===== src/rtl/ext_irq_pkg.sv =====
package ext_irq_pkg;
  typedef enum logic [1:0] {
    TRIG_LOW  = 2'b00,
    TRIG_HIGH = 2'b01,
    TRIG_RISE = 2'b10,
    TRIG_FALL = 2'b11
  } trig_e;

  localparam int unsigned REG_FLAGS  = 0;
  localparam int unsigned REG_ENABLE = 1;
  localparam int unsigned REG_TRIG   = 2;
endpackage


===== src/rtl/eid_sync.sv =====
module eid_sync #(
  parameter int unsigned WIDTH  = 8,
  parameter int unsigned STAGES = 2
) (
  input  logic             clk,
  input  logic             rst,
  input  logic [WIDTH-1:0] d,
  output logic [WIDTH-1:0] q
);
  logic [WIDTH-1:0] stage_q [STAGES];

  always_ff @(posedge clk) begin
    if (rst) begin
      for (int s = 0; s < STAGES; s++) stage_q[s] <= '0;
    end else begin
      stage_q[0] <= d;
      for (int s = 1; s < STAGES; s++) stage_q[s] <= stage_q[s-1];
    end
  end

  assign q = stage_q[STAGES-1];
endmodule


===== src/rtl/eid_detect.sv =====
module eid_detect
  import ext_irq_pkg::*;
#(
  parameter int unsigned WIDTH = 8
) (
  input  logic               clk,
  input  logic               rst,
  input  logic [WIDTH-1:0]   level,
  input  logic [2*WIDTH-1:0] trig,
  output logic [WIDTH-1:0]   hit
);
  logic [WIDTH-1:0] prev_q;

  always_ff @(posedge clk) begin
    if (rst) prev_q <= '0;
    else     prev_q <= level;
  end

  always_comb begin
    for (int i = 0; i < WIDTH; i++) begin
      case (trig_e'(trig[2*i +: 2]))
        TRIG_LOW:  hit[i] = ~level[i];
        TRIG_HIGH: hit[i] =  level[i];
        TRIG_RISE: hit[i] =  level[i] & ~prev_q[i];
        default:   hit[i] = ~level[i] &  prev_q[i];
      endcase
    end
  end
endmodule


===== src/rtl/eid_combine.sv =====
module eid_combine #(
  parameter int unsigned WIDTH = 8,
  parameter int unsigned GROUP = 2,
  localparam int unsigned LINES = WIDTH / GROUP
) (
  input  logic             clk,
  input  logic             rst,
  input  logic [WIDTH-1:0] flags,
  input  logic [WIDTH-1:0] en,
  output logic [LINES-1:0] irq
);
  logic [LINES-1:0] req_c;

  for (genvar k = 0; k < LINES; k++) begin : g_line
    assign req_c[k] = |(flags[k*GROUP +: GROUP] & en[k*GROUP +: GROUP]);
  end

  always_ff @(posedge clk) begin
    if (rst) irq <= '0;
    else     irq <= req_c;
  end
endmodule


===== src/rtl/ext_irq_detect.sv =====
module ext_irq_detect
  import ext_irq_pkg::*;
#(
  parameter int unsigned NUM_PINS      = 8,
  parameter int unsigned PINS_PER_LINE = 2,
  parameter int unsigned SYNC_STAGES   = 2,
  parameter int unsigned ADDR_W        = 2,
  parameter int unsigned DATA_W        = 16,
  localparam int unsigned NUM_LINES    = NUM_PINS / PINS_PER_LINE,
  localparam int unsigned TRIG_W       = 2 * NUM_PINS
) (
  input  logic                 clk,
  input  logic                 rst,
  input  logic [NUM_PINS-1:0]  pins_i,
  input  logic                 wr_en,
  input  logic [ADDR_W-1:0]    wr_addr,
  input  logic [DATA_W-1:0]    wr_data,
  input  logic [ADDR_W-1:0]    rd_addr,
  output logic [DATA_W-1:0]    rd_data,
  output logic [NUM_LINES-1:0] irq_o
);
  localparam int unsigned PAD_W = DATA_W - NUM_PINS;

  logic [NUM_PINS-1:0] pin_sync;
  logic [NUM_PINS-1:0] hit_vec;
  logic [NUM_PINS-1:0] flag_q;
  logic [NUM_PINS-1:0] en_q;
  logic [TRIG_W-1:0]   trig_q;
  logic                wr_flags, wr_en_reg, wr_trig;

  assign wr_flags  = wr_en && (wr_addr == ADDR_W'(REG_FLAGS));
  assign wr_en_reg = wr_en && (wr_addr == ADDR_W'(REG_ENABLE));
  assign wr_trig   = wr_en && (wr_addr == ADDR_W'(REG_TRIG));

  eid_sync #(.WIDTH(NUM_PINS), .STAGES(SYNC_STAGES)) u_sync (
    .clk(clk), .rst(rst), .d(pins_i), .q(pin_sync)
  );

  eid_detect #(.WIDTH(NUM_PINS)) u_detect (
    .clk(clk), .rst(rst), .level(pin_sync), .trig(trig_q), .hit(hit_vec)
  );

  always_ff @(posedge clk) begin
    if (rst) begin
      flag_q <= '0;
      en_q   <= '0;
      trig_q <= '0;
    end else begin
      flag_q <= (wr_flags ? (flag_q & wr_data[NUM_PINS-1:0]) : flag_q) | hit_vec;
      if (wr_en_reg) en_q   <= wr_data[NUM_PINS-1:0];
      if (wr_trig)   trig_q <= wr_data[TRIG_W-1:0];
    end
  end

  always_ff @(posedge clk) begin
    if (rst) begin
      rd_data <= '0;
    end else begin
      case (rd_addr)
        ADDR_W'(REG_FLAGS):  rd_data <= {{PAD_W{1'b0}}, flag_q};
        ADDR_W'(REG_ENABLE): rd_data <= {{PAD_W{1'b0}}, en_q};
        ADDR_W'(REG_TRIG):   rd_data <= DATA_W'(trig_q);
        default:             rd_data <= '0;
      endcase
    end
  end

  eid_combine #(.WIDTH(NUM_PINS), .GROUP(PINS_PER_LINE)) u_combine (
    .clk(clk), .rst(rst), .flags(flag_q), .en(en_q), .irq(irq_o)
  );
endmodule


===== config.mk =====
export PLATFORM = sky130hd
export DESIGN_NAME = ext_irq_detect
export DESIGN_NICKNAME = d
export VERILOG_FILES = /design/src/rtl/ext_irq_pkg.sv /design/src/rtl/eid_sync.sv /design/src/rtl/eid_detect.sv /design/src/rtl/eid_combine.sv /design/src/rtl/ext_irq_detect.sv
export SDC_FILE = /design/constraint.sdc
export NUM_CORES = 1
export LEC_CHECK = 0
export BUFFER_PORTS_ARGS = -buffer_cell sky130_fd_sc_hd__buf_4
export CAP_MARGIN = 20
export CORE_AREA = 2 2 79 81
export DETAILED_ROUTE_END_ITERATION = 12
export DIE_AREA = 0 0 81 83
export HOLD_SLACK_MARGIN = 0.15
export PLACE_DENSITY_LB_ADDON = 0.12
export SETUP_SLACK_MARGIN = 0.3
export SYNTH_ARGS = -nofsm -noshare
export SYNTH_HDL_FRONTEND = slang
export SYNTH_SLANG_ARGS = --single-unit
export TNS_END_PERCENT = 5

===== constraint.sdc =====
create_clock -name clk -period 1 [get_ports clk]
set_clock_uncertainty 0.1 [all_clocks]
set_input_delay 0.05 -clock clk [delete_from_list [all_inputs] [get_ports clk]]
set_output_delay 0.05 -clock clk [all_outputs]
set_load 0.005 [all_outputs]

; ---- Word-level counts from Yosys, hierarchy flattened
; Memories as Yosys holds them, arrays and structs flattened.
; Index checks and enable logic that the tools add are counted.
[classes]
n_eq_ne = 20
muxes = 15
n_bitwise = 40
reduce_logical = 17
[ops]
columns = operator, count
row1 = $pmux 16 s3, 1
row2 = $mux 8, 3
row3 = $pmux 1 s3, 8
row4 = $eq 2x1->1 const B, 10
row5 = $eq 2x2->1 const B, 10
row6 = $logic_not 2->1, 10
row7 = $and 1x1->1, 16
row8 = $not 1->1, 16
row9 = $and 2x2->2, 4
row10 = $and 8x8->8, 1
row11 = $or 8x8->8, 1
row12 = $reduce_or 2->1, 4
row13 = $logic_and 1x1->1, 3
row14 = $mux 1, 3
row15 = $or 1x1->1, 2
[totals]
reg_bits = 60
ramBits = 16
output_inout_bits = 20
n_memories = 1
[mem_list]
columns = name, words, word_bits, rd, rd_ports_with_merged_regs, write_ports, line_no
row1 = u_sync.stage_q, 2, 8, 2, 0, 2, eid_sync.sv:10  ; logic [WIDTH-1:0] stage_q [STAGES];

; ---- Longest topological paths before layout
[depth]
ltp_word = 4
depth_mapped = 5

; ---- By module
; From an unflattened synthesis, not the netlist that was laid out.
[unflattened]
cells_unflattened = 286
area_unflattened_um2 = 3049.2
[modules_own_cells]
columns = module, instances, cells_per_inst, area_per_inst_um2, seq_area_each_um2
row1 = ext_irq_detect, 1, 177, 1879.3, 960.9
row2 = eid_sync, 1, 41, 524.3, 320.3
row3 = eid_detect, 1, 56, 520.5, 160.2
row4 = eid_combine, 1, 12, 125.1, 80.1

; ---- Least setup slack after synthesis
; OpenSTA, ideal clock, no wires.
[synth_path]
kind = register -> register
startpoint = reg trig_q[1]
endpoint = reg flag_q[0]
setup_ps = 70
arrival_ps = 820
slack_ps = 9
path_stages_with_launch = 4
period_less_slack_ps = 991
path_cell_list = dfxtp_1 -> o21ba_2 -> a32o_1 -> a21oi_1
[synth_between]
elab_chain_len = 3
elab_cells_between_ends = 5
[synth_rtl]
columns = element, line_no
row1 = from (decl), ext_irq_detect.sv:28  ; logic [TRIG_W-1:0] trig_q;
row2 = from (signal assigned), ext_irq_detect.sv:51  ; if (wr_trig) trig_q <= wr_data[TRIG_W-1:0];
row3 = $eq 2x2->1 (tied with other cells), eid_detect.sv:21  ; case (trig_e'(trig[2*i +: 2]))
row4 = $pmux 1 s3 *, eid_detect.sv:21
row5 = $or 8x8->8 *, ext_irq_detect.sv:49  ; flag_q <= (wr_flags ? (flag_q & wr_data[NUM_PINS-1:0]) : flag_q) | hit_vec;
row6 = to (signal assigned), ext_irq_detect.sv:49
row7 = to (decl), ext_irq_detect.sv:26  ; logic [NUM_PINS-1:0] flag_q;
; Mark *: on every way between the ends. The rest lies on a longest branch, timed or not.
; A chain may end at the register's enable or synchronous reset.

; ---- Final worst setup path
[layout_path]
startpoint = reg trig_q[13]
endpoint = reg flag_q[6]
; The elaborated chain is that of the path after synthesis.

==> metrics.md <==
| Metric | Value |
|---|---|
| Run status | complete, but fails checks |
| Failing checks | hold timing, setup timing |
| Placed cell areas | 3455 µm² |
| Crit path max-delay family | compound AO/OA/AOI/OAI gates |
| Layout cells sized above 1 | a little under half |
| FF-to-FF setup slack | -0.08 ns |
| DP HPWL | just over 4 mm |
| Min-Delay Path Depth | 2 |
| Fin. Hold Viols | 30 |
| Syn_nets | approximately 310 |
| H-tree levels | 3 |
| Register bit total from synthesis | 76 |
| Clk sinks | 76 |
| Critical Path Fanout Max | 5 |
| Initial antenna violation count | 0 |
| WP data arrival | 1.27 ns |
| Ports | 51 |
| Antenna-violating nets left | 0 |
| Final nets | 402 |
| Non-filler cells, final | between 400 and 500 |
| First-pass GRT wire length | approximately 10 mm |
| Slew headroom | approximately 77% |
| Grt ovf | 0 |
| Chip width | approximately 81 µm |
| DRC | 0 |
| RSZ-0062 raised after global routing | true |
| Lkg Pwr | 0.001721 µW |
| CTS tree | built |
| Dpl cells | between 400 and 500 |
| Synthesized area per cell | about 10 µm² |
| Synth-to-Final Area Change | 46.22% |
| Die height | approximately 83 µm |
| Min-delay src | rst |
| Reg2reg end | flag_q[6]$_SDFF_PP0_ |
| Largest stage delay, worst path | 0.35 ns |
| Path depth of the worst reg2reg path | 3 |
| Clk pin slew, worst setup/hold paths | 0.08 ns |
| Root Driver | clkbuf_8 |
| Seq/Total Area, Yosys | 54.41% |
| Tcrit/Tclk final | 107.6% |
| Slew @ Worst Pin | roughly 0.35 ns |
| PortBufs | 50 |
| CTS Buf Count | 9 |
| WP data required | approximately 1.2 ns |
| Worst-skew pair later-pin latency | ~0.36 ns |
| Core area | around 5800 µm² |
| Fin crit period | roughly 1.1 ns |
| Initial Util | 48.09% |
| Worst setup slack after layout | -0.07627 ns |
| Vias per inst | between 4 and 5 |
| Final Wtd Congestion | just under 0.8 |
| Drt first pass iters | 5 |
| Smallest hold slack | -0.1542 ns |
| RR Startpoint | trig_q[13]$_SDFFE_PP0P_ |
| Dpl ws | -0.1992 ns |
| Pwr Density | between 1500 and 2000 nW/µm² |
| Max-cap violations | 0 |
| Die area | 6723 µm² |
| Cell area after synthesis | around 2800 µm² |
| HP Class | input port to flop |
| Post-route cell area | approximately 4100 µm² |
| CP Class | flop to flop |
| Worst Path Buf+Inv | 0 |
| Row cnt | 28 |
| Largest net degree at the start of global routing | 19 |
| Hold EP | trig_q[9]$_SDFFE_PP0P_ |
| Count of pins over their slew limit | 0 |
| Distinct cell type count after synthesis | 26 |
| Cells after synthesis | 281 |
| Initial DRC Count | 66 |
| ANT cells | 0 |
| Final setup violation count | 7 |
| Max Freq | between 900 and 1000 MHz |
| Critical-path cell list | o21ba_2 > a32o_2 > a21oi_2 |
| Startpoint class of the critical path | flop |
| Max clock buf depth | 2 |
| Post-Route WL | ~6.3 mm |
| Global-route total usage across every layer | between 20 and 25% |
| Slowest-stage cell, CP | dfxtp_2 |
| Vias in the first global route | 2,266 |
| Synth warnings | 0 |
| Critical Path Sink Type | flop |
| Worst VDD drop | approximately 900 µV |
| Avg WL per Cell | 14.01 µm |
| Vias | between 2k and 2.5k |
area by class of cell:
| class | count | area (µm²) |
|---|---|---|
| fill | 449 | 1727 |
| sequential | 76 | 1583 |
| multi-input combinational | 190 | 1329 |
| timing repair buffer | 94 | 868.3 |
| clock buffer | 9 | 123.9 |
| tap | 75 | 93.84 |
| clock inverter | 7 | 91.34 |
routing by layer:
layer | vias to the layer above | part of all wire, % | track usage [%]
met2 | 43 | 47 | 31.10
met3 | 13 | 3.2 | 5.435
li1 | 1139 | - | -
met4 | 0 | 2.2 | 10.32
met5 | - | 0 | 0
met1 | 1054 | 47 | 25.72
power by group:
| part | switching, µW | total [µW] | internal (µW) |
|---|---|---|---|
| Clock | 1140 | 2530 | 1390 |
| Sequential | 82.8 | 3230 | 3150 |
| Combinational | 276 | 685 | 409 |
| Total | 1500 | 6450 | 4950 |
cell usage after synthesis:
master | n | area [µm²]
a21oi_1 | 23 | 115.1
o21ai_2 | 1 | 8.760
xnor2_1 | 1 | 8.760
o21ba_2 | 7 | 70.07
nor2b_1 | 25 | 156.4
a32o_1 | 7 | 70.07
a22oi_1 | 4 | 30.03
and2_1 | 8 | 50.05
o21ai_1 | 7 | 35.03
or3b_1 | 1 | 8.760
a31oi_1 | 1 | 6.260
a2bb2oi_1 | 8 | 70.07
o21ai_0 | 1 | 5.000
nor3b_1 | 1 | 7.510
buf_4 | 4 | 30.03
nor2_1 | 20 | 75.07
nand2b_1 | 8 | 50.05
clkbuf_1 | 4 | 15.01
nand2_1 | 32 | 120.1
buf_2 | 6 | 30.03
and2b_4 | 1 | 10.01
nand3b_1 | 16 | 120.1
dfxtp_1 | 76 | 1521
mux2i_1 | 16 | 160.2
and3b_1 | 2 | 17.52
clkbuf_2 | 1 | 5.000
per-stage QoR:
| stage | hold WS [ns] | setup TNS, ns | util (%) | power (µW) |
|---|---|---|---|---|
| 6_report | -0.1542 | -0.3861 | 70.31 | 6449 |
| 5_1_grt | -0.1605 | -0.6453 | 70.31 | 6690 |
| 4_1_cts | -0.1629 | -0.3323 | 67.66 | 6432 |
| 3_5_place_dp | 0.1683 | -3.069 | 59.40 | 3857 |
| 3_3_place_gp | 0.1620 | -2.398 | 59.40 | 3843 |
| 2_1_floorplan | 0.07818 | 0 | - | 3572 |
state kept, by name, indices dropped and copies added (netlist names):
register         count
u_sync.stage_q      16
en_q                 8
rd_data             16
trig_q              16
u_combine.irq        4
u_detect.prev_q      8
flag_q               8
cells by family after synthesis:
logic type             count (synthesis)  share of synthesized area, %
AND/OR/NAND/NOR                      114                         22.01
AO/OA/AOI/OAI                         59                         14.68
buffers and inverters                 15                         2.863
XOR/XNOR                               1                        0.3133
multiplexers                          16                         5.727
flip-flops                            76                         54.41
worst max-delay path by stage:
stage | start | end | depth (start not counted)
2_1_floorplan | trig_q[1]$_SDFFE_PP0P_ | flag_q[0]$_SDFF_PP0_ | 3
3_3_place_gp | wr_addr[1] | flag_q[5]$_SDFF_PP0_ | 4
3_5_place_dp | wr_addr[1] | flag_q[6]$_SDFF_PP0_ | 4
4_1_cts | trig_q[13]$_SDFFE_PP0P_ | flag_q[6]$_SDFF_PP0_ | 3
5_1_grt | u_sync.stage_q[0][12]$_SDFF_PP0_ | flag_q[4]$_SDFF_PP0_ | 3
6_report | trig_q[13]$_SDFFE_PP0P_ | flag_q[6]$_SDFF_PP0_ | 3
placed cells by master (no fill, tap or decap), types with 2 or more instances in the layout:
| master | instances |
|---|---|
| nor2_1 | 20 |
| clkbuf_8 | 9 |
| and2_1 | 4 |
| dlygate4sd3_1 | 14 |
| mux2i_1 | 16 |
| nand2b_1 | 8 |
| a2bb2oi_1 | 6 |
| nand3b_1 | 16 |
| nand2_2 | 6 |
| buf_6 | 18 |
| dfxtp_4 | 3 |
| a21oi_2 | 8 |
| a21oi_1 | 15 |
| bufinv_16 | 2 |
| a32o_2 | 3 |
| a32o_1 | 4 |
| dfxtp_2 | 40 |
| a22oi_2 | 4 |
| nor2b_1 | 24 |
| nand2_1 | 23 |
| buf_4 | 56 |
| clkinv_2 | 3 |
| nand2_4 | 3 |
| a2bb2oi_2 | 2 |
| o21ba_2 | 6 |
| dlymetal6s4s_1 | 2 |
| buf_12 | 4 |
| o21ai_1 | 8 |
| dfxtp_1 | 33 |
| and2_4 | 4 |
repair_timing:
action                     in CTS  in global routing
resized for setup              51                 47
pin swaps                      34                 29
buffers inserted                0                  0
hold buffers                   15                  1
hold endpoints to repair       68                 57
setup endpoints to repair      71                 75
Note: power is estimated with default switching activity, not from simulation.
